[src/rtl/bfc_pkg.sv]
package bfc_pkg;
  typedef enum logic {
    BF_IDLE  = 1'b0,
    BF_FLOAT = 1'b1
  } bf_state_e;
endpackage

[src/rtl/bfc_sync.sv]
module bfc_sync #(
  parameter int STAGES  = 2,
  parameter bit RST_VAL = 1'b1
) (
  input  logic clk,
  input  logic rst_n,
  input  logic d_i,
  output logic q_o
);
  logic [STAGES-1:0] chain_q;
  logic [STAGES-1:0] chain_d;

  for (genvar i = 0; i < STAGES; i++) begin : g_stage
    if (i == 0) begin : g_first
      assign chain_d[i] = d_i;
    end else begin : g_next
      assign chain_d[i] = chain_q[i-1];
    end
  end

  always_ff @(posedge clk or negedge rst_n) begin
    if (!rst_n) chain_q <= {STAGES{RST_VAL}};
    else        chain_q <= chain_d;
  end

  assign q_o = chain_q[STAGES-1];
endmodule

[src/rtl/bfc_hold.sv]
module bfc_hold #(
  parameter int W = 25
) (
  input  logic         clk,
  input  logic         rst_n,
  input  logic         en_i,
  input  logic [W-1:0] d_i,
  output logic [W-1:0] q_o
);
  logic [W-1:0] hold_q;
  logic [W-1:0] hold_d;

  always_comb begin
    hold_d = hold_q;
    if (en_i) hold_d = d_i;
  end

  always_ff @(posedge clk or negedge rst_n) begin
    if (!rst_n) hold_q <= '0;
    else        hold_q <= hold_d;
  end

  assign q_o = hold_q;
endmodule

[src/rtl/bfc_fsm.sv]
module bfc_fsm
  import bfc_pkg::*;
(
  input  logic clk,
  input  logic rst_n,
  input  logic cyc_active_i,
  input  logic berr_s_i,
  input  logic halt_s_i,
  output logic take_o,
  output logic bus_oe_o,
  output logic term_o,
  output logic exc_o,
  output logic rerun_o
);
  bf_state_e state_q, state_d;
  logic      seen_q, seen_d;
  logic      term_q, term_d;
  logic      exc_q, exc_d;
  logic      rerun_q, rerun_d;
  logic      take;

  // A fault is taken once per error assertion, only in an active cycle.
  assign take = berr_s_i && cyc_active_i && !seen_q && (state_q == BF_IDLE);

  always_comb begin
    state_d = state_q;
    term_d  = 1'b0;
    exc_d   = 1'b0;
    rerun_d = 1'b0;
    seen_d  = berr_s_i ? (seen_q | take) : 1'b0;
    case (state_q)
      BF_IDLE: begin
        if (take) begin
          term_d = 1'b1;
          if (halt_s_i) state_d = BF_FLOAT;
          else          exc_d   = 1'b1;
        end
      end
      BF_FLOAT: begin
        if (!halt_s_i) begin
          rerun_d = 1'b1;
          state_d = BF_IDLE;
        end
      end
      default: state_d = BF_IDLE;
    endcase
  end

  always_ff @(posedge clk or negedge rst_n) begin
    if (!rst_n) begin
      state_q <= BF_IDLE;
      seen_q  <= 1'b0;
      term_q  <= 1'b0;
      exc_q   <= 1'b0;
      rerun_q <= 1'b0;
    end else begin
      state_q <= state_d;
      seen_q  <= seen_d;
      term_q  <= term_d;
      exc_q   <= exc_d;
      rerun_q <= rerun_d;
    end
  end

  assign take_o   = take;
  assign bus_oe_o = (state_q != BF_FLOAT);
  assign term_o   = term_q;
  assign exc_o    = exc_q;
  assign rerun_o  = rerun_q;
endmodule

[src/rtl/bus_fault_ctrl.sv]
module bus_fault_ctrl #(
  parameter int ADDR_W      = 24,
  parameter int SYNC_STAGES = 2
) (
  input  logic              clk,
  input  logic              rst_n,
  input  logic              cyc_active_i,
  input  logic [ADDR_W-1:0] cyc_addr_i,
  input  logic              cyc_write_i,
  input  logic              berr_n_i,
  input  logic              halt_n_i,
  output logic              bus_oe_o,
  output logic              cyc_term_o,
  output logic              exc_req_o,
  output logic              rerun_req_o,
  output logic [ADDR_W-1:0] rerun_addr_o,
  output logic              rerun_write_o
);
  localparam int SAVE_W = ADDR_W + 1;

  logic              berr_n_s;
  logic              halt_n_s;
  logic              take;
  logic [SAVE_W-1:0] save_q;

  bfc_sync #(.STAGES(SYNC_STAGES), .RST_VAL(1'b1)) u_berr_sync (
    .clk(clk), .rst_n(rst_n), .d_i(berr_n_i), .q_o(berr_n_s)
  );

  bfc_sync #(.STAGES(SYNC_STAGES), .RST_VAL(1'b1)) u_halt_sync (
    .clk(clk), .rst_n(rst_n), .d_i(halt_n_i), .q_o(halt_n_s)
  );

  bfc_fsm u_fsm (
    .clk          (clk),
    .rst_n        (rst_n),
    .cyc_active_i (cyc_active_i),
    .berr_s_i     (~berr_n_s),
    .halt_s_i     (~halt_n_s),
    .take_o       (take),
    .bus_oe_o     (bus_oe_o),
    .term_o       (cyc_term_o),
    .exc_o        (exc_req_o),
    .rerun_o      (rerun_req_o)
  );

  bfc_hold #(.W(SAVE_W)) u_save (
    .clk   (clk),
    .rst_n (rst_n),
    .en_i  (take),
    .d_i   ({cyc_write_i, cyc_addr_i}),
    .q_o   (save_q)
  );

  assign rerun_addr_o  = save_q[ADDR_W-1:0];
  assign rerun_write_o = save_q[ADDR_W];
endmodule

[config.mk]
export PLATFORM = sky130hd
export DESIGN_NAME = bus_fault_ctrl
export DESIGN_NICKNAME = d
export VERILOG_FILES = /design/src/rtl/bfc_pkg.sv /design/src/rtl/bfc_sync.sv /design/src/rtl/bfc_hold.sv /design/src/rtl/bfc_fsm.sv /design/src/rtl/bus_fault_ctrl.sv
export SDC_FILE = /design/constraint.sdc
export NUM_CORES = 1
export LEC_CHECK = 0
export ABC_AREA = 1
export BUFFER_PORTS_ARGS = -buffer_cell sky130_fd_sc_hd__buf_2
export CAP_MARGIN = 20
export CORE_MARGIN = 1
export CORE_UTILIZATION = 48
export CTS_BUF_LIST = sky130_fd_sc_hd__clkbuf_8
export CTS_CLUSTER_SIZE = 16
export DETAILED_ROUTE_END_ITERATION = 16
export MAX_ROUTING_LAYER = met4
export PLACE_DENSITY_LB_ADDON = 0.1
export SYNTH_ARGS = -nofsm -noshare
export SYNTH_HDL_FRONTEND = slang
export SYNTH_SLANG_ARGS = --single-unit
[constraint.sdc]
create_clock -name clk -period 1.5 [get_ports clk]
set_input_delay 0.075 -clock clk [delete_from_list [all_inputs] [get_ports clk]]
set_output_delay 0.075 -clock clk [all_outputs]
set_load 0.02 [all_outputs]
After elaboration in Yosys (flattened, before gate mapping)
Index checks and enable logic that the tools add are counted.
{"block": "op_classes", "n_mux": 10, "bitwise_logic": 3, "n_reduce_logical": 4}
{"cell": "$mux W1", "n": 9}
{"cell": "$logic_and A1 B1 Y1", "n": 3}
{"cell": "$not A1 Y1", "n": 2}
{"cell": "$pmux W1 S2", "n": 1}
{"cell": "$logic_not A1 Y1", "n": 1}
{"cell": "$or A1 B1 Y1", "n": 1}
{"block": "totals", "reg_bits": 34, "input_bits": 30, "out_inout_bits": 29, "wordCells": 25}

Longest topological paths before layout
{"block": "depth", "ltp_word": 6, "mapped_depth": 6, "depth_no_buf": 4}

Modules after synthesis
From an unflattened synthesis, not the netlist that was laid out.
{"block": "hier_totals", "hier_cells": 129, "area_unflattened_um2": 1271.2}
{"mod": "bfc_hold", "instances": 1, "cells_each": 106, "area_per_inst_um2": 964.7, "seq_area_each_um2": 625.6}
{"mod": "bfc_fsm", "instances": 1, "cells_each": 17, "area_per_inst_um2": 193.9, "seq_area_each_um2": 125.1}
{"mod": "bfc_sync", "instances": 2, "cells_each": 2, "area_per_inst_um2": 52.6, "seq_area_each_um2": 52.6}
{"mod": "bus_fault_ctrl", "instances": 1, "cells_each": 2, "area_per_inst_um2": 7.5, "seq_area_each_um2": 0.0}

Worst setup path before layout
Ideal clock, no wire load.
{"block": "synth_timing", "path_kind": "reg-to-reg", "start": "register u_fsm.seen_q", "end": "register u_save.hold_q[1], in the netlist u_save.q_o[1]", "setup_time_ps": 117, "t_arrival_ps": 1020, "t_required_ps": 1383, "slack_ps": 363, "path_stages_with_launch": 7, "n_path_buf": 2, "period_less_slack_ps": 1137, "cell_sequence": "dfrtp_1 -> nor2_4 -> nand3_2 -> buf_2 -> buf_6 -> nand2_1 -> nand2_1"}
{"block": "synth_via", "elab_chain_cells": 3}
{"element": "start: declaration", "line_no": "bfc_fsm.sv:16", "rtl": "logic seen_q, seen_d;"}
{"element": "start signal: assignment", "line_no": "bfc_fsm.sv:58", "rtl": "seen_q <= seen_d;"}
{"element": "$logic_not A1 Y1", "line_no": "bfc_fsm.sv:23", "rtl": "assign take = berr_s_i && cyc_active_i && !seen_q && (state_q == BF_IDLE);"}
{"element": "$logic_and A1 B1 Y1 (2 in series)", "line_no": "bfc_fsm.sv:23"}
{"element": "end signal: assignment", "line_no": "bfc_hold.sv:20", "rtl": "else hold_q <= hold_d;"}
{"element": "end: declaration", "line_no": "bfc_hold.sv:10", "rtl": "logic [W-1:0] hold_q;"}
No other way between the ends.
A chain may end at the register's enable or synchronous reset.

Final worst setup path
{"block": "layout_timing", "start": "register u_fsm.seen_q", "end": "register u_save.hold_q[22], in the netlist u_save.q_o[22]"}
The elaborated chain is that of the path after synthesis.

==> summary.txt <==
Floorplan
  – Row cnt: 18
  – Core Region: 2520 sq um
  – # IOs: 59
  – Chip height: 54.3 microns
  – DIE AREA: 2940 sq um
  – Initial Util: 0.520
  – Die W: 54.3 microns

Worst setup path
  – Req. time, crit path: 1670 ps
  – Crit path capture type: register
  – Type of the worst setup path: reg2reg
  – CP Data Arrival Time: 1440 ps
  – CP Launch Type: register
  – Worst R2R Path Depth: 5
  – Crit-path max FO: 16

Yosys
  – Yosys top cell area share: 0.573
  – Ys Warns: 0
  – Mapped Cells: 130
  – Synth top area cells: dfrtp_1, nand2_1, nand4_1
  – Seq/Total Area, Yosys: 0.653
  – Syn Area/Cell: 10.1 sq um
  – Netlist cell types: 14
  – Mapped cell area: 1310 sq um
  – Mapped Nets: 160
  – Cell taking the most area after synthesis: dfrtp_1
  – Flops & latches, synth: 34

Layout
  – Fill cell count: 214
  – P&R area growth vs syn: 32.8%
  – Commonest non-fill, non-tap cell in the layout: buf_2
  – Layout cells sized above 1: 0.392
  – Area occupied by multi-input gates: 389 sq um
  – Post-layout instance area: 1740 sq um
  – Inserted Diodes: 0
  – NumNets Final: 223
  – Most frequent cells in the layout: buf_2, nand2_1, dfrtp_1
  – Sequential cell area: 856 sq um

Job
  – # Max-Cap Violations: 0

Timing
  – Final Max Slew Viols: 0
  – Fin Setup TNS: 0 ps
  – Slew headroom: 0.513
  – RSZ-0062 raised after global routing: no
  – Min Tclk post-route: 1280 ps
  – Final Hold Viols: 0
  – Setup violators final: 0
  – Period utilisation layout: 0.851
  – Achievable Freq: 0.783 GHz
  – Worst Tran Pin Value: 731 ps
  – Clk_skew: 2.40 ps

GRT
  – Vias in the first global route: 977
  – First-pass GRT wire length: 4180 microns
  – GRT Util Overall: 0.211
  – Largest net degree at the start of global routing: 35
  – Total gr overflow: 0
  – Initial antenna violation count: 0

CTS
  – Clk_lat worst skew: 280 ps
  – Sink Count: 34
  – TritonCTS buffer count: 5
  – CTS tree: done
  – Root Driver: clkbuf_8
  – CTS H-tree lvls: 2
  – Setup Buffers After CTS: 0
  – Clock Path Buffers: 2
  – Clk slew on worst S/H paths: 60 ps

Detailed routing
  – Via count: 1144
  – Initial DRC Count: 21
  – Final WL: 2800 microns
  – DRC Markers: 0
  – TritonRoute pass-1 iters: 6
  – Mean routed wirelength per cell: 12.5 microns
  – Residual antenna-violating net count after detailed routing: 0
  – Vias per inst: 5.11

Outcome
  – Status: finished clean

Place
  – Hpwl dp: 1840 microns
  – Placer Congestion: 0.676
  – Buffers on Ports: 58
  – Post-DP Area: 1620 sq um

Power
  – Total Power: 0.00238 W
  – Pwr per Cell Area: 1370 nW/um^2
  – Worst IR Drop VDD: 0.855 mV
  – Pleak: 0.998 nW

Min path
  – Hold path cells: 3
  – HP Class: in2reg
==> Yosys cell counts <==
library cell and count:
inv_1 4, dfstp_2 4, nor2_1 1, nand4_1 25, dfrtp_1 30, inv_2 1, a21oi_1 2, nand2_1 51
buf_1 1, clkbuf_1 1, nor2_4 1, buf_2 7, buf_6 1, nand3_2 1
==> per-layer routing <==
layer	wire, microns	track usage	up-vias
li1	-	-	559
met2	1390	0.329	53
met1	1150	0.252	524
met3	192	0.0583	8
met4	60	0.103	0
met5	0	-	-
==> flip-flops by register name (all words and copies together) (netlist names) <==
name / flops
u_save.q_o: 25
u_fsm.term_o: 1
u_fsm.state_q: 1
u_fsm.exc_o: 1
u_fsm.seen_q: 1
u_berr_sync.chain_q: 2
u_fsm.rerun_o: 1
u_halt_sync.chain_q: 2
==> final cells by class <==
class,instances,share of cell area
flip-flops and latches,34,0.491
repair buffers,65,0.201
well taps,30,0.0216
inverters,5,0.0108
clock buffers,6,0.0474
clock inverters,2,0.00431
multi-input cells,82,0.223
==> report_power, final <==
part | leakage [nW] | switching (W) | total, W | internal (W)
Clock | 0.0538 | 0.000297 | 0.000657 | 0.000360
Sequential | 0.420 | 0.0000765 | 0.00114 | 0.00107
Combinational | 0.525 | 0.000380 | 0.000579 | 0.000199
Total | 0.998 | 0.000753 | 0.00238 | 0.00163
==> worst max-delay path: stages (launching register included) <==
cell and delay, ps:
dfrtp_1 430, nor2_4 300, nand3_2 110, buf_4 210, nand2_1 70, nand2_1 50
==> kinds of logic after synthesis <==
family,synth area share
AOI/OAI and AO/OA,0.00763
buffers and inverters,0.0553
DFF,0.653
and+or+nand+nor,0.284
==> metrics by stage <==
stage | std cells | utilization | hold WS (ps) | setup WS [ps]
final | 224 | 0.690 | 43.5 | 223
after global routing | 224 | 0.690 | 49.5 | 86.9
after CTS | 223 | 0.688 | 39.6 | 26.5
after detailed placement | 212 | 0.640 | 174 | 46.6
after global placement | 212 | 0.640 | 159 | 95.2
after floorplan | 130 | - | -221 | 363
==> worst paths after layout <==
kind,start,end,slack (ps)
max reg2reg,u_fsm.seen_q,u_save.q_o[22],220
min reg2reg,u_halt_sync.chain_q[0],u_halt_sync.chain_q[1],350
max in group asynchronous,rst_n,u_save.q_o[19],630
min in group asynchronous,rst_n,u_save.q_o[13],400
max,u_fsm.seen_q,u_save.q_o[22],220
min,cyc_addr_i[11],u_save.q_o[11],40
==> timing repair <==
| action | in CTS | in global routing |
|---|---|---|
| resized for setup | 0 | 0 |
| setup endpoints to repair | 0 | 28 |
| endpoints found under the hold margin | 32 | 0 |
| hold buffers | 3 | 0 |
No activity file was read; power rests on OpenSTA's default activity.
